### src/rtl/pacer_pkg.sv
package pacer_pkg;
    localparam int unsigned PACER_DATA_W    = 24;
    localparam int unsigned PACER_DEPTH     = 4;
    localparam int unsigned PACER_SPACING_W = 12;

    typedef enum logic [1:0] {
        PS_IDLE    = 2'd0,
        PS_HOLD    = 2'd1,
        PS_DUE     = 2'd2,
        PS_STARVED = 2'd3
    } pace_state_t;
endpackage

### src/rtl/pacer_store.sv
module pacer_store #(
    parameter int unsigned DATA_W = 24,
    parameter int unsigned DEPTH  = 4,
    localparam int unsigned AW    = (DEPTH > 1) ? $clog2(DEPTH) : 1,
    localparam int unsigned CW    = $clog2(DEPTH + 1)
) (
    input  logic              clk,
    input  logic              rst_n,
    input  logic              push,
    input  logic              pop,
    input  logic [DATA_W-1:0] din,
    output logic [DATA_W-1:0] head,
    output logic [CW-1:0]     count
);
    logic [DATA_W-1:0] slots [DEPTH];
    logic [AW-1:0]     wr_ptr, rd_ptr;

    function automatic logic [AW-1:0] ptr_inc(input logic [AW-1:0] p);
        return (p == AW'(DEPTH - 1)) ? '0 : p + 1'b1;
    endfunction

    genvar g;
    generate
        for (g = 0; g < DEPTH; g++) begin : g_slot
            always_ff @(posedge clk) begin
                if (push && wr_ptr == AW'(g))
                    slots[g] <= din;
            end
        end
    endgenerate

    always_ff @(posedge clk or negedge rst_n) begin
        if (!rst_n) begin
            wr_ptr <= '0;
            rd_ptr <= '0;
            count  <= '0;
        end else begin
            if (push) wr_ptr <= ptr_inc(wr_ptr);
            if (pop)  rd_ptr <= ptr_inc(rd_ptr);
            unique case ({push, pop})
                2'b10:   count <= count + 1'b1;
                2'b01:   count <= count - 1'b1;
                default: count <= count;
            endcase
        end
    end

    assign head = slots[rd_ptr];
endmodule

### src/rtl/pacer_spacing_ctl.sv
module pacer_spacing_ctl
    import pacer_pkg::*;
#(
    parameter int unsigned SPACING_W = 12,
    localparam int unsigned NW       = SPACING_W + 1
) (
    input  logic                 clk,
    input  logic                 rst_n,
    input  logic                 avail,
    input  logic [SPACING_W-1:0] spacing,
    output logic                 release_now,
    output logic                 udf_evt
);
    pace_state_t          state, state_nx;
    logic [SPACING_W-1:0] cnt, cnt_nx;
    logic [NW-1:0]        eff_n;

    // zero encodes the largest spacing, 2**SPACING_W
    assign eff_n = (spacing == '0) ? NW'(1) << SPACING_W : {1'b0, spacing};

    // state register
    always_ff @(posedge clk or negedge rst_n) begin
        if (!rst_n) begin
            state <= PS_IDLE;
            cnt   <= '0;
        end else begin
            state <= state_nx;
            cnt   <= cnt_nx;
        end
    end

    // outputs
    always_comb begin
        release_now = 1'b0;
        udf_evt     = 1'b0;
        unique case (state)
            PS_HOLD:    release_now = 1'b0;
            PS_DUE: begin
                release_now = avail;
                udf_evt     = !avail;
            end
            PS_IDLE,
            PS_STARVED: release_now = avail;
            default:    release_now = 1'b0;
        endcase
    end

    // next state
    always_comb begin
        state_nx = state;
        cnt_nx   = cnt;
        if (release_now) begin
            cnt_nx   = SPACING_W'(eff_n - 1'b1);
            state_nx = (eff_n == NW'(1)) ? PS_DUE : PS_HOLD;
        end else begin
            unique case (state)
                PS_HOLD: begin
                    if (cnt == SPACING_W'(1)) state_nx = PS_DUE;
                    else                      cnt_nx   = cnt - 1'b1;
                end
                PS_DUE:     state_nx = PS_STARVED;
                PS_IDLE,
                PS_STARVED: state_nx = state;
                default:    state_nx = PS_IDLE;
            endcase
        end
    end
endmodule

### src/rtl/sample_pacer.sv
module sample_pacer
    import pacer_pkg::*;
#(
    parameter int unsigned DATA_W    = PACER_DATA_W,
    parameter int unsigned DEPTH     = PACER_DEPTH,
    parameter int unsigned SPACING_W = PACER_SPACING_W,
    localparam int unsigned CW       = $clog2(DEPTH + 1)
) (
    input  logic                 clk,
    input  logic                 rst_n,
    input  logic                 wr_en,
    input  logic [DATA_W-1:0]    wr_data,
    input  logic [SPACING_W-1:0] spacing,
    input  logic                 clr_flags,
    output logic [DATA_W-1:0]    out_data,
    output logic                 out_valid,
    output logic                 ovf_flag,
    output logic                 udf_flag
);
    logic [DATA_W-1:0] head;
    logic [CW-1:0]     fifo_cnt;
    logic              empty, full, avail, release_now, udf_evt;
    logic              bypass, push, pop, ovf_evt;

    assign empty   = (fifo_cnt == '0);
    assign full    = (fifo_cnt == CW'(DEPTH));
    assign avail   = !empty || wr_en;
    assign bypass  = release_now && empty;
    assign pop     = release_now && !empty;
    assign push    = wr_en && !bypass && (!full || pop);
    assign ovf_evt = wr_en && full && !pop;

    pacer_store #(.DATA_W(DATA_W), .DEPTH(DEPTH)) u_store (
        .clk   (clk),
        .rst_n (rst_n),
        .push  (push),
        .pop   (pop),
        .din   (wr_data),
        .head  (head),
        .count (fifo_cnt)
    );

    pacer_spacing_ctl #(.SPACING_W(SPACING_W)) u_ctl (
        .clk         (clk),
        .rst_n       (rst_n),
        .avail       (avail),
        .spacing     (spacing),
        .release_now (release_now),
        .udf_evt     (udf_evt)
    );

    always_ff @(posedge clk or negedge rst_n) begin
        if (!rst_n) begin
            out_valid <= 1'b0;
            out_data  <= '0;
            ovf_flag  <= 1'b0;
            udf_flag  <= 1'b0;
        end else begin
            out_valid <= release_now;
            if (release_now)
                out_data <= bypass ? wr_data : head;
            if (ovf_evt)        ovf_flag <= 1'b1;
            else if (clr_flags) ovf_flag <= 1'b0;
            if (udf_evt)        udf_flag <= 1'b1;
            else if (clr_flags) udf_flag <= 1'b0;
        end
    end
endmodule

### config.mk
export PLATFORM = sky130hd
export DESIGN_NAME = sample_pacer
export DESIGN_NICKNAME = d
export VERILOG_FILES = /design/src/rtl/pacer_pkg.sv /design/src/rtl/pacer_store.sv /design/src/rtl/pacer_spacing_ctl.sv /design/src/rtl/sample_pacer.sv
export SDC_FILE = /design/constraint.sdc
export NUM_CORES = 1
export LEC_CHECK = 0
export BUFFER_PORTS_ARGS = -buffer_cell sky130_fd_sc_hd__buf_4
export CAP_MARGIN = 20
export CORE_ASPECT_RATIO = 0.75
export CORE_MARGIN = 3
export CORE_UTILIZATION = 53
export DETAILED_ROUTE_END_ITERATION = 8
export GPL_TIMING_DRIVEN = 0
export PLACE_DENSITY = 0.76
export SLEW_MARGIN = 10
export SYNTH_ARGS = -nofsm -noshare
export SYNTH_HDL_FRONTEND = slang
export SYNTH_HIERARCHICAL = 1
export SYNTH_SLANG_ARGS = --single-unit
### constraint.sdc
create_clock -name clk -period 3.17 [get_ports clk]
set_input_delay 0.1585 -clock clk [delete_from_list [all_inputs] [get_ports clk]]
set_output_delay 0.1585 -clock clk [all_outputs]
set_load 0.05 [all_outputs]
==> out/metrics.csv <==
metric,value,unit
antenna_found_initial,0,
n_fill_cell,810,
cts_inserted_buffers,17,
clock-root-buffer,clkbuf_16,
area_growth,25.1,%
post-place-ws,-380,ps
grt_pass1_vias,4502,
slew_viol_final,0,
cts_tree,built,
whs_endpoint,u_ctl/cnt[3],
r2r_start,u_store/count[2],
hpwl,9530,um
overflow,0,
die_x,134,um
avgSynthCellArea,14.8,um^2
htree_num_levels,4,
ys_seq_elements,144,
min_period_over_period,97.9,%
cts.clk_slew.worst_paths,60,ps
max_cap_violations,0,
rr_endpoint,u_store/count[1],
synth_area,6530,um^2
crit_type,reg2reg,
min_from,spacing[3],
vias_per_cell,5.99,
synth_warnings,6,
hold_class,in2reg,
numPortBuffers,66,
p_per_area,1070,nW/um^2
syn_inst,442,
worstMarginPinSlew,695,ps
place_congestion,0.805,
wl_per_cell,20.9,um
r2r_cells,12,
num_rows,34,
async_flop_share,33.3,%
die-area,13700,um^2
grt_max_degree,49,
ir_worst_vdd,0.537,mV
die_h,102,um
initial_core_util,55.2,%
wl,15300,um
status,"finished, final reports clean",
r2r_slack,70,ps
synth_fp_nets,495,
post-route-min-period,3100,ps
drcViolationCount,0,
drt_pass1_iterations,4,
fin_setup_tns,0,ps
rsz0062_at_grt,no,
fmax,0.322,GHz
crit_path_start_kind,flop,
slew_headroom,53.7,%
drive_gt1_share,28.0,%
num_vias,4398,
setup_viol,0,
arrival,3400,ps
drt_first_iter_violations,396,
antenna_cells,0,
final_cells,734,
ant_nets,0,
clkLatencyLatePin,420,ps
end_kind,flop,
p_total,0.00874,W
nets,612,
leakage,3.13,nW
track_usage,23.8,%
core,11800,um^2
critPathMaxFanout,25,
io-pin-count,67,
fin_ws,65.8,ps
holdPathStages,3,
ys.flop_type,edfxtp_1,
hold_viol_final,0,
grt_pass1_wl,24500,um
ys_types,58,
place_inst,670,
finClkSkew,10.2,ps
synth_edf_count,96,
synth-seq-area-share,62.6,%
cts_buffer_depth,2,
cts_sinks,144,
crit_required,3460,ps
worst max-delay path by stage:
stage,from,endpoint,slack [ps]
5_1_grt,u_store/count[2],u_store/count[1],9
6_report,u_store/count[2],u_store/count[1],70
3_3_place_gp,u_store/count[1],u_store/slots[0][23],-640
4_1_cts,u_store/count[2],u_store/count[2],20
3_5_place_dp,u_store/count[1],u_store/count[2],-380
2_1_floorplan,u_store/count[1],u_store/count[1],-30
timing repair:
action	CTS	global route
hold buffers	26	0
gates cloned	0	0
hold endpoints to repair	145	0
setup endpoints to repair	98	2
pin swaps	3	2
gates resized for setup	10	2
setup buffers	5	3
cell usage in the layout (no fill, tap or decap), types with 6 or more instances in the layout:
cell and instances:
clkbuf_16 17, o21ai_0 10, dfrtp_1 48, clkbuf_1 14, mux4_2 18, xor2_1 6
ha_1 11, mux4_1 6, o221ai_1 24, dlygate4sd3_1 26, or3_1 6, nand2_1 38
buf_4 75, nor2_1 7, o311ai_0 24, edfxtp_1 96, inv_1 34, nand3_1 9
xnor2_1 8
critical path, cell delays in order (launching register included):
cell and delay [ps]:
dfrtp_1 390, buf_6 140, or3_1 380, buf_6 140
or2_4 250, nand2b_4 110, inv_6 100, xnor2_2 150
o31a_1 340, inv_2 120, ha_4 160, fa_2 430
mux2_2 270
cell type report:
class / count / area [um^2] / area share (%)
flip-flops and latches: 144 / 4080 / 50.0
multi-input cells: 234 / 2160 / 26.4
repair buffers: 100 / 816 / 9.99
clock buffers: 19 / 433 / 5.30
well taps: 162 / 203 / 2.48
plain buffers: 26 / 196 / 2.41
inverters: 36 / 140 / 1.72
clock inverters: 13 / 138 / 1.69
logic make-up after synthesis:
family | share of synthesized area, %
flip-flops | 62.6
AND/OR/NAND/NOR | 8.17
AO/OA/AOI/OAI | 10.2
buffers and inverters | 5.02
multiplexers | 9.47
XOR/XNOR | 2.01
adder cells (fa/ha/maj) | 2.61
layer usage:
metal	track usage, %	wire, um	up-vias
li1	-	-	1964
met1	32.0	6390	2216
met2	38.5	7570	184
met3	5.31	1020	34
met4	9.47	358	0
met5	0	0	-
registers in the layout, summed over array words and instances, names as in the netlist:
register and cells:
out_valid 1, u_store/wr_ptr 2, u_ctl/cnt 12, ovf_flag 1, udf_flag 1, u_store/count 3, u_store/rd_ptr 2, out_data 24
u_ctl/state 2, u_store/slots 96
cells in the mapped netlist, types with 7 or more instances:
cell type  number  area, um^2
edfxtp_1       96        2880
dfrtp_1        48        1200
nand2_1        38         143
inv_1          36         135
o221ai_1       24         210
o311ai_0       24         210
mux4_2         18         405
clkbuf_1       14        52.6
ha_1           12         150
o21ai_0        10        50.1
nand3_1         9        45.0
xnor2_1         9        78.8
nor2_1          7        26.3
report_power, final:
part           total, W  switching (W)  internal (W)  leakage, nW
registers       0.00293       0.000311       0.00262         1.46
logic           0.00389        0.00236       0.00153         1.40
clock network   0.00192       0.000760       0.00116        0.277
total           0.00874        0.00343       0.00531         3.13
per-stage QoR:
stage | utilization [%] | area [um^2] | hold WS [ps]
2_1_floorplan | - | 6570 | -137
3_3_place_gp | 61.4 | 7260 | 236
3_5_place_dp | 61.5 | 7270 | 251
4_1_cts | 68.9 | 8150 | 22.4
5_1_grt | 69.1 | 8170 | 40.9
6_report | 69.1 | 8170 | 40.3
No activity file was read; power rests on OpenSTA's default activity.
